===== config.mk =====
export PLATFORM = sky130hd
export DESIGN_NAME = sfr_port_bank
export DESIGN_NICKNAME = d
export VERILOG_FILES = /design/src/rtl/sfr_port_pkg.sv /design/src/rtl/port_sync.sv /design/src/rtl/port_slice.sv /design/src/rtl/sfr_port_bank.sv
export SDC_FILE = /design/constraint.sdc
export NUM_CORES = 1
export LEC_CHECK = 0
export BUFFER_PORTS_ARGS = -buffer_cell sky130_fd_sc_hd__buf_2
export CORE_MARGIN = 3
export CORE_UTILIZATION = 56
export CTS_CLUSTER_DIAMETER = 30
export DETAILED_ROUTE_END_ITERATION = 6
export MAX_ROUTING_LAYER = met4
export PLACE_DENSITY = 0.8
export RECOVER_POWER = 100
export SETUP_SLACK_MARGIN = 0.05
export SYNTH_ARGS = -nofsm -noshare
export SYNTH_HDL_FRONTEND = slang
export SYNTH_SLANG_ARGS = --single-unit

===== constraint.sdc =====
create_clock -name clk -period 2.1 [get_ports clk]
set_input_delay 0.105 -clock clk [delete_from_list [all_inputs] [get_ports clk]]
set_output_delay 0.105 -clock clk [all_outputs]
set_load 0.05 [all_outputs]

===== src/rtl/sfr_port_pkg.sv =====
package sfr_port_pkg;
   localparam int PORT_MAX = 6;
   localparam logic [7:0] DATA_ADDR [PORT_MAX] = '{8'h80, 8'h90, 8'hA0, 8'hB0, 8'hC0, 8'hD8};
   localparam logic [7:0] DIR_ADDR  [PORT_MAX] = '{8'h94, 8'h91, 8'h00, 8'hB1, 8'hC1, 8'hD9};
   localparam logic [7:0] OD_ADDR   [PORT_MAX] = '{8'h00, 8'h92, 8'h00, 8'hB2, 8'hC2, 8'hDA};
   // bit k set: port k owns the register
   localparam logic [PORT_MAX-1:0] HAS_DIR = 6'b111011;
   localparam logic [PORT_MAX-1:0] HAS_OD  = 6'b111010;

   typedef enum logic [1:0] {
      PAD_HIZ   = 2'd0,
      PAD_PUSH  = 2'd1,
      PAD_DRAIN = 2'd2
   } pad_mode_e;
endpackage


===== src/rtl/port_sync.sv =====
module port_sync #(
   parameter int W      = 8,
   parameter int STAGES = 2
) (
   input  logic         clk,
   input  logic         rst_n,
   input  logic [W-1:0] d,
   output logic [W-1:0] q
);
   if (STAGES < 2) begin : g_bad_stages
      $error("port_sync needs at least two stages");
   end

   logic [W-1:0] stage_q [STAGES];

   always_ff @(posedge clk or negedge rst_n) begin
      if (!rst_n) begin
         for (int s = 0; s < STAGES; s++) stage_q[s] <= '0;
      end else begin
         stage_q[0] <= d;
         for (int s = 1; s < STAGES; s++) stage_q[s] <= stage_q[s-1];
      end
   end

   assign q = stage_q[STAGES-1];

   logic [7:0] age_q;
   always_ff @(posedge clk or negedge rst_n) begin
      if (!rst_n)              age_q <= '0;
      else if (age_q < 8'd255) age_q <= age_q + 8'd1;
   end

   if (STAGES == 2) begin : g_chk2

      sync_delay_chk: assert property (@(posedge clk) disable iff (!rst_n)
         (age_q >= 8'd2) |-> (q == $past(d, 2)));
   end
endmodule


===== src/rtl/port_slice.sv =====
module port_slice
   import sfr_port_pkg::*;
#(
   parameter int         W       = 8,
   parameter int         IW      = $clog2(W),
   parameter bit         USE_DIR = 1'b1,
   parameter bit         USE_OD  = 1'b1,
   parameter logic [7:0] A_DATA  = 8'h80,
   parameter logic [7:0] A_DIR   = 8'h94,
   parameter logic [7:0] A_OD    = 8'h00
) (
   input  logic          clk,
   input  logic          rst_n,
   input  logic [7:0]    addr,
   input  logic          wr,
   input  logic [W-1:0]  wdata,
   input  logic          bit_wr,
   input  logic [IW-1:0] bit_idx,
   input  logic          bit_val,
   input  logic          rmw,
   input  logic [W-1:0]  pins_sync,
   output logic          rd_hit,
   output logic [W-1:0]  rd_data,
   output logic [W-1:0]  pad_out,
   output logic [W-1:0]  pad_oe
);
   logic [W-1:0] latch_q, dir_eff, od_eff;
   logic         data_sel, dir_sel, od_sel;

   assign data_sel = (addr == A_DATA);

   always_ff @(posedge clk or negedge rst_n) begin
      if (!rst_n)                  latch_q <= '1;
      else if (wr && data_sel)     latch_q <= wdata;
      else if (bit_wr && data_sel) latch_q[bit_idx] <= bit_val;
   end

   if (USE_DIR) begin : g_dir
      logic [W-1:0] dir_q;
      always_ff @(posedge clk or negedge rst_n) begin
         if (!rst_n)                    dir_q <= '0;
         else if (wr && addr == A_DIR)  dir_q <= wdata;
      end
      assign dir_sel = (addr == A_DIR);
      assign dir_eff = dir_q;
   end else begin : g_nodir
      assign dir_sel = 1'b0;
      assign dir_eff = '1;
   end

   if (USE_OD) begin : g_od
      logic [W-1:0] od_q;
      always_ff @(posedge clk or negedge rst_n) begin
         if (!rst_n)                   od_q <= '0;
         else if (wr && addr == A_OD)  od_q <= wdata;
      end
      assign od_sel = (addr == A_OD);
      assign od_eff = od_q;
   end else begin : g_nood
      assign od_sel = 1'b0;
      assign od_eff = '0;
   end

   pad_mode_e mode [W];
   always_comb begin
      for (int i = 0; i < W; i++) begin
         if (!dir_eff[i])     mode[i] = PAD_HIZ;
         else if (od_eff[i])  mode[i] = PAD_DRAIN;
         else                 mode[i] = PAD_PUSH;
         case (mode[i])
            PAD_DRAIN: begin pad_oe[i] = ~latch_q[i]; pad_out[i] = 1'b0;       end
            PAD_PUSH:  begin pad_oe[i] = 1'b1;        pad_out[i] = latch_q[i]; end
            default:   begin pad_oe[i] = 1'b0;        pad_out[i] = latch_q[i]; end
         endcase
      end
   end

   assign rd_hit = data_sel | dir_sel | od_sel;

   always_comb begin
      if (data_sel)     rd_data = rmw ? latch_q : pins_sync;
      else if (dir_sel) rd_data = dir_eff;
      else if (od_sel)  rd_data = od_eff;
      else              rd_data = '0;
   end


   latch_hold_chk: assert property (@(posedge clk) disable iff (!rst_n)
      !(data_sel && (wr || bit_wr)) |=> $stable(latch_q));


   bit_only_chk: assert property (@(posedge clk) disable iff (!rst_n)
      (bit_wr && !wr && data_sel) |=>
         (((latch_q ^ $past(latch_q)) & ~(W'(1) << $past(bit_idx))) == '0));
endmodule


===== src/rtl/sfr_port_bank.sv =====
module sfr_port_bank
   import sfr_port_pkg::*;
#(
   parameter int NP     = 6,
   parameter int PW     = 8,
   parameter int SYNC_N = 2,
   localparam int IW    = $clog2(PW),
   localparam int TW    = NP * PW
) (
   input  logic          clk,
   input  logic          rst_n,
   input  logic [7:0]    sfr_addr,
   input  logic          sfr_wr,
   input  logic [7:0]    sfr_wdata,
   input  logic          sfr_bit_wr,
   input  logic [IW-1:0] sfr_bit_idx,
   input  logic          sfr_bit_val,
   input  logic          sfr_rd,
   input  logic          sfr_rmw,
   output logic [7:0]    sfr_rdata,
   output logic          sfr_hit,
   input  logic [TW-1:0] pin_in,
   output logic [TW-1:0] pin_out,
   output logic [TW-1:0] pin_oe
);
   if (NP < 1 || NP > PORT_MAX) begin : g_bad_np
      $error("sfr_port_bank: NP out of range");
   end
   if (PW != 8) begin : g_bad_pw
      $error("sfr_port_bank: ports must match the byte-wide bus");
   end

   logic [TW-1:0] pins_sync;
   logic [NP-1:0] hit_v;
   logic [PW-1:0] data_v [NP];

   port_sync #(.W(TW), .STAGES(SYNC_N)) u_sync (
      .clk(clk), .rst_n(rst_n), .d(pin_in), .q(pins_sync));

   for (genvar p = 0; p < NP; p++) begin : g_port
      port_slice #(
         .W(PW), .IW(IW),
         .USE_DIR(HAS_DIR[p]), .USE_OD(HAS_OD[p]),
         .A_DATA(DATA_ADDR[p]), .A_DIR(DIR_ADDR[p]), .A_OD(OD_ADDR[p])
      ) u_slice (
         .clk(clk), .rst_n(rst_n), .addr(sfr_addr),
         .wr(sfr_wr), .wdata(sfr_wdata),
         .bit_wr(sfr_bit_wr), .bit_idx(sfr_bit_idx), .bit_val(sfr_bit_val),
         .rmw(sfr_rmw), .pins_sync(pins_sync[p*PW +: PW]),
         .rd_hit(hit_v[p]), .rd_data(data_v[p]),
         .pad_out(pin_out[p*PW +: PW]), .pad_oe(pin_oe[p*PW +: PW]));
   end

   always_comb begin
      sfr_rdata = '0;
      for (int p = 0; p < NP; p++) sfr_rdata = sfr_rdata | data_v[p];
      if (!sfr_rd) sfr_rdata = '0;
   end
   assign sfr_hit = sfr_rd & (|hit_v);


   miss_zero_chk: assert property (@(posedge clk) disable iff (!rst_n)
      (sfr_rd && !sfr_hit) |-> (sfr_rdata == '0));
endmodule


==> results.toml <==
[outcome]
status = "complete, but fails checks"
violations = "capacitance limit, slew limit, setup timing"

[synth]
synth_area_sq_um = 10000
avgSynthCellArea_sq_um = 12.4
synth-seq-area-share_pct = 54.6
yosys_warnings = 0
netlist_instances = 807
synth_seq_cells = 216
synth_edf_count = 0
synth_cell_types = 65
async_flop_share_pct = 100
synth_flop_cell = "dfrtp_1"

[floorplan]
die_area_sq_um = 19500
initial_core_util_pct = 57.5
num_rows = 48
ios = 179
fp.coreArea_sq_um = 17400
fp.dieW_um = 140
die_y_um = 140

[clock_network]
clk_latency_ps = 520
cts_tree = "yes"
path_clk_slew_ps = 50
clockBufferDepth = 3
cts_root_buf = "clkbuf_16"
cts_buffers = 42
clock_sink_count = 216
htree_levels = 2

[global_routing]
grt_pass1_wl_um = 53400
antenna_found_initial = 0
grt_max_degree = 73
grt_pass1_vias = 8962
grt-ovfl-total = 0
grt_usage_pct = 36.3

[critical_path]
worstSetupStartpointType = "flip-flop"
slowest_stage = "dfrtp_1"
crit_path_max_fanout = 1
cp_common_cell = "buf_4"
reg2reg_depth = 3
cp_cell_sequence = "mux2_4 -> a222oi_1 -> buf_4 -> nor2_2 -> a2111oi_2 -> buf_4 -> a41oi_4 -> buf_6"
criticalPathCategory = "reg -> out"
r2r_start = "g_port[5].u_slice.latch_q[7]$_DFFE_PN1P_"
r2r_slack_ps = 1070
cp-endpoint = "sfr_rdata[7]"
arrival_ps = 2330
cpPeakStageDelay_ps = 360
crit_path_start = "u_sync.q[47]$_DFF_PN0_"
cp-end-kind = "primary output"
r2r_end = "g_port[5].u_slice.latch_q[7]$_DFFE_PN1P_"
cp_data_required_time_ps = 2000

[pwr]
internal_power_mw = 9.77
switchingPower_mw = 3.51
p_leak_nw = 6.22
p_sw_share_pct = 26.4
comb_power_share_pct = 11.6
ir_worst_vdd_mv = 0.940
power_density_nw_per_um2 = 972
p_clk_share_pct = 53.3
seqPwrFrac_pct = 35.1

[run]
drv_cap = 1

[final_layout]
multiInputGateArea_sq_um = 4370
n_antenna_cell = 0
n_fill_cell = 1081
seq_area_sq_um = 5470
drive_above_1_share_pct = 37.5
layout_common_cells = "dfrtp_1, mux2i_1, clkbuf_1, buf_4, mux2_2"
synthToLayoutAreaGrowth_pct = 36.4
fin_util_pct = 78.4
layout.cells.most_common = "dfrtp_1"
nets = 1188

[place]
dpl.hpwl_um = 22700
port_buffers = 170
gp_congestion = 0.998

[sta]
max-slew-margin-rel_pct = -28.8
max_slew.worst_pin.slew_ps = 1930
hold_viol = 0
fin_hold_ws_ps = 84.4
rsz0062_at_grt = "true"
finalCritPeriodShare_pct = 116
fmax_ghz = 0.411
setup_viol = 18
fin_crit_ps = 2430
fin_skew_ps = 6.09
fin_ws_ps = -335
timing.final.max_slew_violations = 72

[routing]
vias_per_cell = 6.49
first_pass_iters = 7
drt-total-wl_um = 35000
vias = 8911
drt_iter0_markers = 1135
ant_nets = 0
route.detailed.drc = 0
routedWlPerCell_um = 25.5

[min_path]
min_path_type = "in -> reg"
min_from = "sfr_wdata[7]"
==> cells by family (layout without fill, tap and decap cells) <==
| group | count (synthesis) | after routing | share of synthesized area, % |
|---|---|---|---|
| AO/OA/AOI/OAI | 255 | 255 | 16.9 |
| flip-flops | 216 | 216 | 54.6 |
| AND/OR/NAND/NOR | 104 | 104 | 6.99 |
| buffers and inverters | 59 | 393 | 3.23 |
| multiplexers | 172 | 172 | 18.3 |
| other | 1 | 8 | 0.0374 |
==> repair_timing <==
item / CTS / global route
resized for setup: 36 / 10
setup endpoints to repair: 8 / 9
gates cloned: 0 / 0
hold buffers: 49 / 0
pin swaps: 13 / 4
hold endpoints to repair: 107 / 0
setup buffers: 8 / 2
==> metal layers <==
metal | wire (um) | up-vias | global-route usage, %
met5 | 0 | - | -
met4 | 1490 | 0 | 14.1
met3 | 4060 | 153 | 8.93
met2 | 16100 | 711 | 55.0
met1 | 13400 | 4386 | 47.7
li1 | - | 3661 | -
==> how the worst min path moves through the flow <==
stage	endpoint	slack, ps	cells after the start
finish	g_port[2].u_slice.pad_out[7]$_DFFE_PN1P_	80	3
global route	g_port[3].u_slice.latch_q[7]$_DFFE_PN1P_	100	3
CTS	g_port[3].u_slice.latch_q[0]$_DFFE_PN1P_	60	3
detailed placement	u_sync.stage_q[74]$_DFF_PN0_	150	1
global placement	u_sync.stage_q[74]$_DFF_PN0_	160	1
floorplan	g_port[0].u_slice.dir_eff[0]$_DFFE_PN0P_	-190	0
==> critical path, delay by kind of cell (launching register included) <==
family                 cells  cell delay, ps
AOI/OAI and AO/OA          3             600
buffers and inverters      3             550
DFF                        1             360
muxes                      1             260
and+or+nand+nor            1              40
==> cell type report <==
class,instances,area share (%)
sequential,216,40.0
timing repair buffer,311,14.7
tap,225,2.06
inverter,4,0.110
clock inverter,22,2.18
multi-input combinational,539,32.0
clock buffer,56,8.91
==> registers in the layout, indices dropped and copies added, names as in the netlist <==
signal                    cells
g_port.u_slice.pad_out        8
u_sync.stage_q               48
g_port.u_slice.latch_q       40
g_port.u_slice.g_od.od_q     32
u_sync.q                     48
g_port.u_slice.dir_eff       40
==> synth_stat cells, types with 2 or more instances <==
library cell	n	area [sq um]
nor4_1	2	12.5
nor2_4	6	67.6
nand2_1	17	63.8
a22oi_1	10	75.1
nand3_2	7	70.1
o31ai_1	3	22.5
dfstp_2	48	1260
nand2b_1	2	12.5
nand4bb_1	2	22.5
dfrtp_1	168	4200
o22ai_1	14	87.6
buf_6	6	67.6
clkbuf_1	22	82.6
a221oi_1	2	17.5
or4b_2	2	20.0
a41oi_1	4	35.0
mux2i_1	95	951
nand3_1	7	35.0
o21ai_0	19	95.1
inv_1	4	15.0
a211oi_1	4	30.0
and3_1	2	12.5
nor2b_1	5	31.3
mux2_2	76	856
o2bb2ai_1	2	17.5
nor4b_2	2	30.0
a222oi_1	2	20.0
buf_4	10	75.1
nand3b_1	2	15.0
o32ai_1	4	35.0
nor3_1	2	10.0
nand3_4	2	35.0
a21oi_1	57	285
a22o_1	7	61.3
nand2_2	3	18.8
nor2_1	28	105
a21boi_0	65	488
a31oi_1	52	325
buf_2	16	80.1
==> per-stage QoR <==
stage	cells	TNS, ps	worst slack (ps)	power, mW	area (sq um)
after global routing	1373	-5620	-449	13.6	13700
final	1373	-2130	-335	13.3	13700
after floorplan	814	0	49.6	5.52	10100
after detailed placement	1236	-40.4	-40.4	6.12	11600
after CTS	1371	-623	-332	13.3	13800
after global placement	1236	-28.8	-28.8	6.09	11600
==> power groups by stage <==
stage | combinational (mW) | sequential, mW | clock, mW
detailed placement | 1.41 | 4.71 | 0
global placement | 1.39 | 4.70 | 0
finish | 1.54 | 4.66 | 7.08
global route | 1.61 | 4.68 | 7.35
CTS | 1.53 | 4.65 | 7.11
floorplan | 0.783 | 4.74 | 0
Note: power is estimated with default switching activity, not from simulation.
